File: src/rtl/jhs_pkg.sv
package jhs_pkg;
  localparam int IR_W  = 10;
  localparam int IRB_W = $clog2(IR_W);

  // R4 instruction codes, shifted bit 0 first
  localparam logic [IR_W-1:0] OP_SAMPLE = 10'b00_0000_0101;
  localparam logic [IR_W-1:0] OP_CLAMP  = 10'b00_0000_1010;
  localparam logic [IR_W-1:0] OP_BYPASS = '1;

  localparam int RST_TCKS = 6;
  localparam int IRLD_LEN = IR_W + 6;
  localparam int DRP_LEN  = 5;
  localparam logic [DRP_LEN-1:0] DRP_TMS = 5'b01101;

  localparam int HOLD_LEN = 1 + IRLD_LEN + DRP_LEN + IRLD_LEN;
  localparam int RREL_LEN = RST_TCKS + 1;
  localparam int BREL_LEN = IRLD_LEN;
  localparam int MAX_A    = (HOLD_LEN > RREL_LEN) ? HOLD_LEN : RREL_LEN;
  localparam int MAX_LEN  = (MAX_A > BREL_LEN) ? MAX_A : BREL_LEN;
  localparam int IDX_W    = $clog2(MAX_LEN);

  typedef enum logic [1:0] {SCR_HOLD, SCR_REL_RST, SCR_REL_BYP} script_e;

  typedef struct packed {
    logic             tms;
    logic             tdi;
    logic             ir_shift;
    logic [IRB_W-1:0] ir_bit;
  } step_t;

  function automatic logic [IDX_W-1:0] last_step(script_e s);
    case (s)
      SCR_HOLD:    return IDX_W'(HOLD_LEN - 1);
      SCR_REL_RST: return IDX_W'(RREL_LEN - 1);
      default:     return IDX_W'(BREL_LEN - 1);
    endcase
  endfunction
endpackage

File: src/rtl/jhs_tck_gen.sv
module jhs_tck_gen #(
  parameter int HALF = 2
) (
  input  logic clk,
  input  logic rst,
  input  logic run,
  output logic tck,
  output logic rise,
  output logic fall
);
  localparam int CW = (HALF > 1) ? $clog2(HALF) : 1;

  logic [CW-1:0] cnt;
  logic          edge_now;

  assign edge_now = run && (cnt == CW'(HALF - 1));
  assign rise     = edge_now && !tck;
  assign fall     = edge_now && tck;

  always_ff @(posedge clk) begin
    if (rst || !run) begin
      cnt <= '0;
      tck <= 1'b0;
    end else if (edge_now) begin
      cnt <= '0;
      tck <= ~tck;
    end else begin
      cnt <= cnt + 1'b1;
    end
  end
endmodule

File: src/rtl/jhs_script.sv
module jhs_script
  import jhs_pkg::*;
(
  input  script_e          sel,
  input  logic [IDX_W-1:0] idx,
  output step_t            step
);
  function automatic step_t ir_load_step(logic [IR_W-1:0] op, int off);
    step_t s;
    logic [IRB_W-1:0] b;
    s = '0;
    b = '0;
    if (off < 2) begin
      s.tms = 1'b1;
    end else if (off < 4) begin
      s.tms = 1'b0;
    end else if (off < 4 + IR_W) begin
      b          = IRB_W'(off - 4);
      s.ir_shift = 1'b1;
      s.ir_bit   = b;
      s.tdi      = op[b];
      s.tms      = (off == 3 + IR_W);
    end else begin
      s.tms = (off == 4 + IR_W);
    end
    return s;
  endfunction

  function automatic step_t step_of(script_e s, logic [IDX_W-1:0] ix);
    step_t r;
    int    i;
    r = '0;
    i = int'(ix);
    case (s)
      SCR_HOLD: begin
        if (i == 0)
          r = '0;
        else if (i < 1 + IRLD_LEN)
          r = ir_load_step(OP_SAMPLE, i - 1);
        else if (i < 1 + IRLD_LEN + DRP_LEN)
          r.tms = DRP_TMS[3'(i - 1 - IRLD_LEN)];
        else
          r = ir_load_step(OP_CLAMP, i - 1 - IRLD_LEN - DRP_LEN);
      end
      SCR_REL_RST: begin
        r.tdi = 1'b1;
        r.tms = (i < RST_TCKS);
      end
      default: r = ir_load_step(OP_BYPASS, i);
    endcase
    return r;
  endfunction

  always_comb step = step_of(sel, idx);
endmodule

File: src/rtl/jtag_hold_seq.sv
module jtag_hold_seq
  import jhs_pkg::*;
#(
  parameter int TCK_HALF = 2
) (
  input  logic            clk,
  input  logic            rst,
  input  logic            start_req,
  input  logic            release_req,
  input  logic            release_mode,
  output logic            tck,
  output logic            tms,
  output logic            tdi,
  input  logic            tdo,
  output logic            busy,
  output logic            held,
  output logic [IR_W-1:0] ir_echo
);
  script_e          sel_q, nsel;
  logic [IDX_W-1:0] idx_q, nidx;
  logic             load, rise, fall, cur_last;
  step_t            stp;
  logic             busy_q, held_q, tms_q, tdi_q;
  logic [IR_W-1:0]  echo_q;

  jhs_tck_gen #(.HALF(TCK_HALF)) u_tck (
    .clk (clk),
    .rst (rst),
    .run (busy_q),
    .tck (tck),
    .rise(rise),
    .fall(fall)
  );

  jhs_script u_scr (
    .sel (nsel),
    .idx (nidx),
    .step(stp)
  );

  assign cur_last = (idx_q == last_step(sel_q));

  always_comb begin
    load = 1'b0;
    nsel = sel_q;
    nidx = idx_q;
    if (!busy_q) begin
      if (start_req) begin
        load = 1'b1;
        nsel = SCR_HOLD;
        nidx = '0;
      end else if (release_req) begin
        load = 1'b1;
        nsel = release_mode ? SCR_REL_BYP : SCR_REL_RST;
        nidx = '0;
      end
    end else if (fall && !cur_last) begin
      load = 1'b1;
      nidx = idx_q + 1'b1;
    end
  end

  always_ff @(posedge clk) begin
    if (rst) begin
      sel_q  <= SCR_HOLD;
      idx_q  <= '0;
      busy_q <= 1'b0;
      held_q <= 1'b0;
      tms_q  <= 1'b0;
      tdi_q  <= 1'b0;
      echo_q <= '0;
    end else begin
      if (load) begin
        sel_q  <= nsel;
        idx_q  <= nidx;
        busy_q <= 1'b1;
        tms_q  <= stp.tms;
        tdi_q  <= stp.tdi;
      end else if (busy_q && fall && cur_last) begin
        busy_q <= 1'b0;
        tms_q  <= 1'b0;
        tdi_q  <= 1'b0;
        held_q <= (sel_q == SCR_HOLD);
      end
      if (busy_q && rise && stp.ir_shift)
        echo_q[stp.ir_bit] <= tdo;
    end
  end

  assign tms     = tms_q;
  assign tdi     = tdi_q;
  assign busy    = busy_q;
  assign held    = held_q;
  assign ir_echo = echo_q;
endmodule

File: config.mk
export PLATFORM = sky130hd
export DESIGN_NAME = jtag_hold_seq
export DESIGN_NICKNAME = d
export VERILOG_FILES = /design/src/rtl/jhs_pkg.sv /design/src/rtl/jhs_tck_gen.sv /design/src/rtl/jhs_script.sv /design/src/rtl/jtag_hold_seq.sv
export SDC_FILE = /design/constraint.sdc
export NUM_CORES = 1
export LEC_CHECK = 0
export BUFFER_PORTS_ARGS = -buffer_cell sky130_fd_sc_hd__buf_4
export CAP_MARGIN = 0
export CORE_MARGIN = 2
export CORE_UTILIZATION = 30
export DETAILED_ROUTE_END_ITERATION = 8
export GPL_TIMING_DRIVEN = 0
export PLACE_DENSITY = 0.58
export SETUP_SLACK_MARGIN = 0.15
export SLEW_MARGIN = 5
export SYNTH_ARGS = -nofsm -noshare
export SYNTH_HDL_FRONTEND = slang
export SYNTH_SLANG_ARGS = --single-unit
File: constraint.sdc
create_clock -name clk -period 7.7 [get_ports clk]
set_input_delay 0.77 -clock clk [delete_from_list [all_inputs] [get_ports clk]]
set_output_delay 0.77 -clock clk [all_outputs]
set_load 0.05 [all_outputs]
==> impl_metrics.yaml, run 1 <==
worst_setup_path:
  cp.arrival_ns: 7.19
  startpoint_type: "flop"
  worstSetupEndpointType: "flop"
  cp.required_ns: 7.90
  slowest_stage: "or4b_2"
  path_class: "flop to flop"
  worst-path-max-fanout: 9
  cp.buffers_inverters: 6
  critPathMaxStageDelay_ns: 0.64
  crit_family: "simple AND/OR/NAND/NOR gates"
synth:
  synthAdderAreaFrac_pct: 12.4
  ys_ff_latch: 24
  syn-num-nets: 381
  synth_edf_count: 0
  synthCells: 348
  yosysTopAreaCell: "dfxtp_1"
  synthMuxAreaShare_pct: 5.58
  synth_top_cell_area_share_pct: 17.6
  synth_cell_type_count: 71
  syn_area_um2: 2740
  ys_async_sr_fraction_pct: 0
  synth_compound_area_share_pct: 27.3
  yosys_warnings: 0
  synth_ff_type: "dfxtp_1"
  yosys-top-cells-area: "dfxtp_1, ha_1, mux2i_1, nand2_1, nor2_1"
  synthSimpleGateAreaFrac_pct: 28.9
  synth_xor_area_share_pct: 3.84
  synth_top_family_by_area: "simple AND/OR/NAND/NOR gates"
  synth_common_cells: "nand2_1, nor2_1, ha_1"
  seq_area_frac_synth_pct: 17.6
  avgSynthCellArea_um2: 7.86
  synth_most_common_cell: "nand2_1"
clock_tree:
  tritoncts: "yes"
  cts_buffers: 3
  clkTransAtPathRegs_ns: 0.09
  hold_buffers: 0
  htree_levels: 1
  cts_sinks: 24
  cts-root-buf: "clkbuf_8"
  clkLatencyLatePin_ns: 0.27
  clock_tree.buffer_depth: 2
routing:
  wl_um: 7200
  route.detailed.drc: 0
  drt_iter0_markers: 136
  first_pass_iters: 4
  vias_per_cell: 5.62
  wl_per_cell_um: 14.9
  num_vias: 2707
  antenna_left: 0
grt:
  grt_pass1_wl_um: 11900
  grt_overflow: 0
  antenna_found_initial: 0
  grt_usage_pct: 14.2
  grt_max_degree: 16
  first_global_vias: 2505
placement:
  port_buffers: 20
  placed_area_um2: 3020
  dp_cells: 476
  pre_cts_slack_ns: -0.105
  hpwl_um: 5740
  gp_routability_congestion: 0.834
floorplanning:
  row_count: 34
  initial_utilization_pct: 31.2
  die_w_um: 99.5
  die_area_um2: 9900
  die_h_um: 99.5
  io_pins: 21
  core_um2: 8760
finish:
  antenna_cells: 0
  fin_util_pct: 35.5
  area_growth_pct: 13.9
  final_nets: 408
  fin_cells: 482
  drive_gt1_share_pct: 15.0
  stdcell_area_um2: 3110
sta:
  period_share_pct: 90.7
  final_hold_viol_count: 0
  whs_ns: 0.477
  period_minus_slack_ns: 6.99
  max_freq_ghz: 0.143
  rsz0062_at_grt: "no"
  setup_viol: 0
  max-slew-margin-rel_pct: 21.0
  fin_ws_ns: 0.713
  worst_pin_slew_ns: 1.18
  fin_worst_skew_ns: 0.00538
  drv_slew: 0
status:
  status: "finished clean"
pwr:
  powerDensity_nw_per_um2: 79.4
  vdd_drop_max_mv: 0.0603
  p_leak_nw: 1.18
flow_run:
  cap_viol_max_count: 0
hold_path:
  min_path_type: "flop to flop"
-- worst register-to-register path: stages (launching register included) --
cell and delay, ns:
dfxtp_1 0.34, buf_4 0.16, mux2i_1 0.11, o32a_2 0.40, o21ai_4 0.35, mux2i_4 0.42
inv_1 0.19, ha_1 0.23, buf_1 0.21, nor3_1 0.20, o21ai_0 0.11, o2111a_1 0.18
buf_2 0.20, o21a_1 0.18, or4_1 0.39, buf_2 0.18, or4b_2 0.64, ha_1 0.29
nor4_1 0.39, nand4b_1 0.17, nor3_1 0.24, nand4_1 0.23, o211ai_1 0.24, buf_4 0.16
or2b_1 0.27, nor3b_1 0.24, mux2i_1 0.21
-- logic make-up after synthesis --
family,count (synthesis)
adder cells (fa/ha/maj),27
flip-flops,24
multiplexers,15
buffers and inverters,30
AND/OR/NAND/NOR,147
AO/OA/AOI/OAI,93
XOR/XNOR,12
-- layout by cell type (no fill, tap or decap), drive strengths merged, types with 4 or more instances in the layout --
master / n
inv: 16
buf: 29
or2: 4
a21boi: 4
and2: 5
dfxtp: 24
nand4: 10
a221oi: 5
a31oi: 5
o21a: 4
mux2i: 13
nand2: 30
o31ai: 5
o211ai: 4
xnor2: 10
nand3: 15
nor3: 9
nand2b: 16
clkbuf: 11
nor2: 29
a21oi: 15
nor2b: 5
a211oi: 5
o21ai: 16
ha: 27
-- sequential cells by signal (all words and copies together) (netlist names) --
signal     flops
tdi            1
busy           1
u_tck.tck      1
held           1
ir_echo       10
idx_q          6
tms            1
sel_q          2
u_tck.cnt      1
-- per-layer routing --
layer	routed length (µm)	up-vias	track usage, %
met5	0	-	0
met4	91	0	2.74
met3	273	8	2.18
met2	3390	58	23.8
met1	3450	1286	19.6
li1	-	1355	-
-- repair_timing --
item,CTS,global route
pin swaps,0,1
endpoints found under the setup margin,2,12
resized for setup,1,4
buffers inserted,0,2
-- report_power, final --
part | leakage (nW) | switching (W) | internal, W
Sequential | 0.194 | 0.00000204 | 0.000126
Combinational | 0.960 | 0.0000210 | 0.0000116
Clock | 0.0288 | 0.0000409 | 0.0000457
Total | 1.18 | 0.0000639 | 0.000183
-- area by class of cell --
type	count	area, µm²
inverters	16	60.1
multi-input cells	294	2160
well taps	108	135
plain buffers	14	61.3
repair buffers	22	165
clock buffers	4	55.1
flip-flops and latches	24	480
fillers	955	5650
-- path summary, 6_finish.rpt --
path                                  from          to  slack (ns)  depth (start not counted)
worst max register to register    idx_q[0]  ir_echo[9]        0.71                         26
worst min register to register  ir_echo[1]  ir_echo[1]        0.48                          2
worst min-delay path            ir_echo[1]  ir_echo[1]        0.48                          2
worst max-delay path              idx_q[0]  ir_echo[9]        0.71                         26
-- stage by stage --
stage	power, W	setup TNS, ns
2_1_floorplan	0.000153	0
3_3_place_gp	0.000163	-0.0714
3_5_place_dp	0.000163	-0.109
4_1_cts	0.000250	0
5_1_grt	0.000261	0
6_report	0.000247	0
Power figures use the tool's default switching activity.
==> run 2, diff against run 1 <==
CELL_PAD_IN_SITES_DETAIL_PLACEMENT = 1   (was not set)
CELL_PAD_IN_SITES_GLOBAL_PLACEMENT = 1   (was not set)
PLACE_DENSITY = 0.69   (was 0.58)
==> impl_metrics.yaml, run 2 (synthesis gave the netlist of run 1 again) <==
pwr:
  p_leak_nw: 1.21
  total_power_w: 0.000275
  vdd_drop_max_mv: 0.0571
  powerDensity_nw_per_um2: 86.5
worst_setup_path:
  cp.buffers_inverters: 3
  cp.required_ns: 7.90
  critPathMaxStageDelay_ns: 0.69
  startpoint_type: "flop"
  slowest_stage: "or4b_2"
  worst-path-max-fanout: 11
  path_class: "flop to flop"
  path_cells: "a211oi_1 -> o21ai_1 -> o21ai_4 -> a31oi_2 -> ha_1 -> buf_1 -> nand2b_1 -> a21oi_1 -> nor2_2 -> inv_1 -> ha_1 -> ha_1 -> inv_1 -> or4b_2 -> ha_1 -> nor4_1 -> nand4b_1 -> nor3_1 -> nand4_1 -> o211ai_1 -> or2b_1 -> nor3b_1 -> mux2i_1"
  critPathMostFrequentCell: "ha_1"
  crit_start: "idx_q[3]"
  crit_family: "simple AND/OR/NAND/NOR gates"
  rr_startpoint: "idx_q[3]"
  cp.arrival_ns: 7.22
  worstSetupEndpointType: "flop"
placement:
  dp_cells: 476
  pre_cts_slack_ns: -0.373
  gp_routability_congestion: 0.847
  port_buffers: 20
  hpwl_um: 6600
  placed_area_um2: 3020
clock_tree:
  tritoncts: "yes"
  hold_buffers: 0
  clkTransAtPathRegs_ns: 0.09
  cts-root-buf: "clkbuf_8"
  clock_tree.buffer_depth: 2
  htree_levels: 1
  cts_buffers: 3
  cts_sinks: 24
  clkLatencyLatePin_ns: 0.27
floorplanning:
  io_pins: 21
  core_um2: 8760
  row_count: 34
  die_area_um2: 9900
  die_h_um: 99.5
  die_w_um: 99.5
  initial_utilization_pct: 31.2
routing:
  drt_iter0_markers: 115
  wl_met1_um: 3940
  antenna_left: 0
  wl_met3_um: 215
  vias_per_cell: 5.60
  first_pass_iters: 4
  route.met2.wl_um: 4200
  wl_per_cell_um: 17.3
  top_layer_used: "met4"
  wl_um: 8410
  route.detailed.drc: 0
  num_vias: 2728
finish:
  final_cell_mix: "nand2_1, buf_4, nor2_1, ha_1, dfxtp_1"
  stdcell_area_um2: 3180
  fin_cells: 487
  largest_reg_flops: 10
  area_growth_pct: 16.4
  antenna_cells: 0
  final_common_cell: "nand2_1"
  final_nets: 413
  drive_gt1_share_pct: 16.4
  fin_util_pct: 36.3
sta:
  period_minus_slack_ns: 7.02
  worst_pin_slew_ns: 0.735
  fin_ws_ns: 0.678
  rsz0062_at_grt: "no"
  setup_viol: 0
  max_freq_ghz: 0.142
  drv_slew: 0
  final_hold_viol_count: 0
  period_share_pct: 91.2
  max-slew-margin-rel_pct: 51.0
  fin_worst_skew_ns: 0.00164
grt:
  grt_pass1_wl_um: 14200
  grt_usage_pct: 17.4
  antenna_found_initial: 0
  grt_max_degree: 16
  first_global_vias: 2812
  grt_overflow: 0
hold_path:
  worstHoldStart: "ir_echo[1]"
  min_path_type: "flop to flop"
flow_run:
  cap_viol_max_count: 0
status:
  status: "finished clean"
-- run 2: cell types whose count changed in the layout (fill, tap and decap cells not counted), sizes merged --
cell / previous run / this run
bufinv: 0 / 1
buf: 29 / 34
clkbuf: 11 / 10
-- run 2: path summary, 6_finish.rpt --
kind | endpoint | slack (ns) | cells past startpoint
worst min-delay path | ir_echo[1] | 0.48 | 2
worst max-delay path | ir_echo[9] | 0.68 | 23
worst min register to register | ir_echo[1] | 0.48 | 2
worst max register to register | ir_echo[9] | 0.68 | 23
-- run 2: final cells by class --
cell class / instances / area [µm²]
clock buffers: 3 / 41.3
clock inverters: 1 / 30.0
plain buffers: 14 / 61.3
well taps: 108 / 135
fillers: 1094 / 5580
inverters: 16 / 60.1
flip-flops and latches: 24 / 480
repair buffers: 27 / 203
multi-input cells: 294 / 2170
-- run 2: metrics by stage --
| stage | hold WS, ns | setup TNS (ns) |
|---|---|---|
| detailed placement | 0.473 | -0.848 |
| CTS | 0.488 | 0 |
| finish | 0.482 | 0 |
| global route | 0.514 | 0 |
| floorplan | 0.445 | 0 |
| global placement | 0.463 | -0.283 |
-- run 2: tightest hold or removal path, stage by stage, from the launching register on --
cell	delay [ns]
dfxtp_1	0.32
nand2b_1	0.06
mux2i_1	0.06
-- run 2: power by group --
group	switching [W]	internal [W]
combinational	0.0000216	0.0000116
clock	0.0000445	0.0000696
sequential	0.00000210	0.000126
total	0.0000681	0.000207
-- run 2: repair_timing --
action	4_1_cts	5_1_grt
pin swaps	0	3
gates resized for setup	4	3
setup buffers	0	7
endpoints found under the setup margin	8	9
-- run 2: routing by layer --
| layer | vias up | GRT usage, % |
|---|---|---|
| met3 | 5 | 2.04 |
| li1 | 1368 | - |
| met4 | 0 | 2.53 |
| met2 | 29 | 31.3 |
| met5 | - | 0 |
| met1 | 1326 | 22.9 |
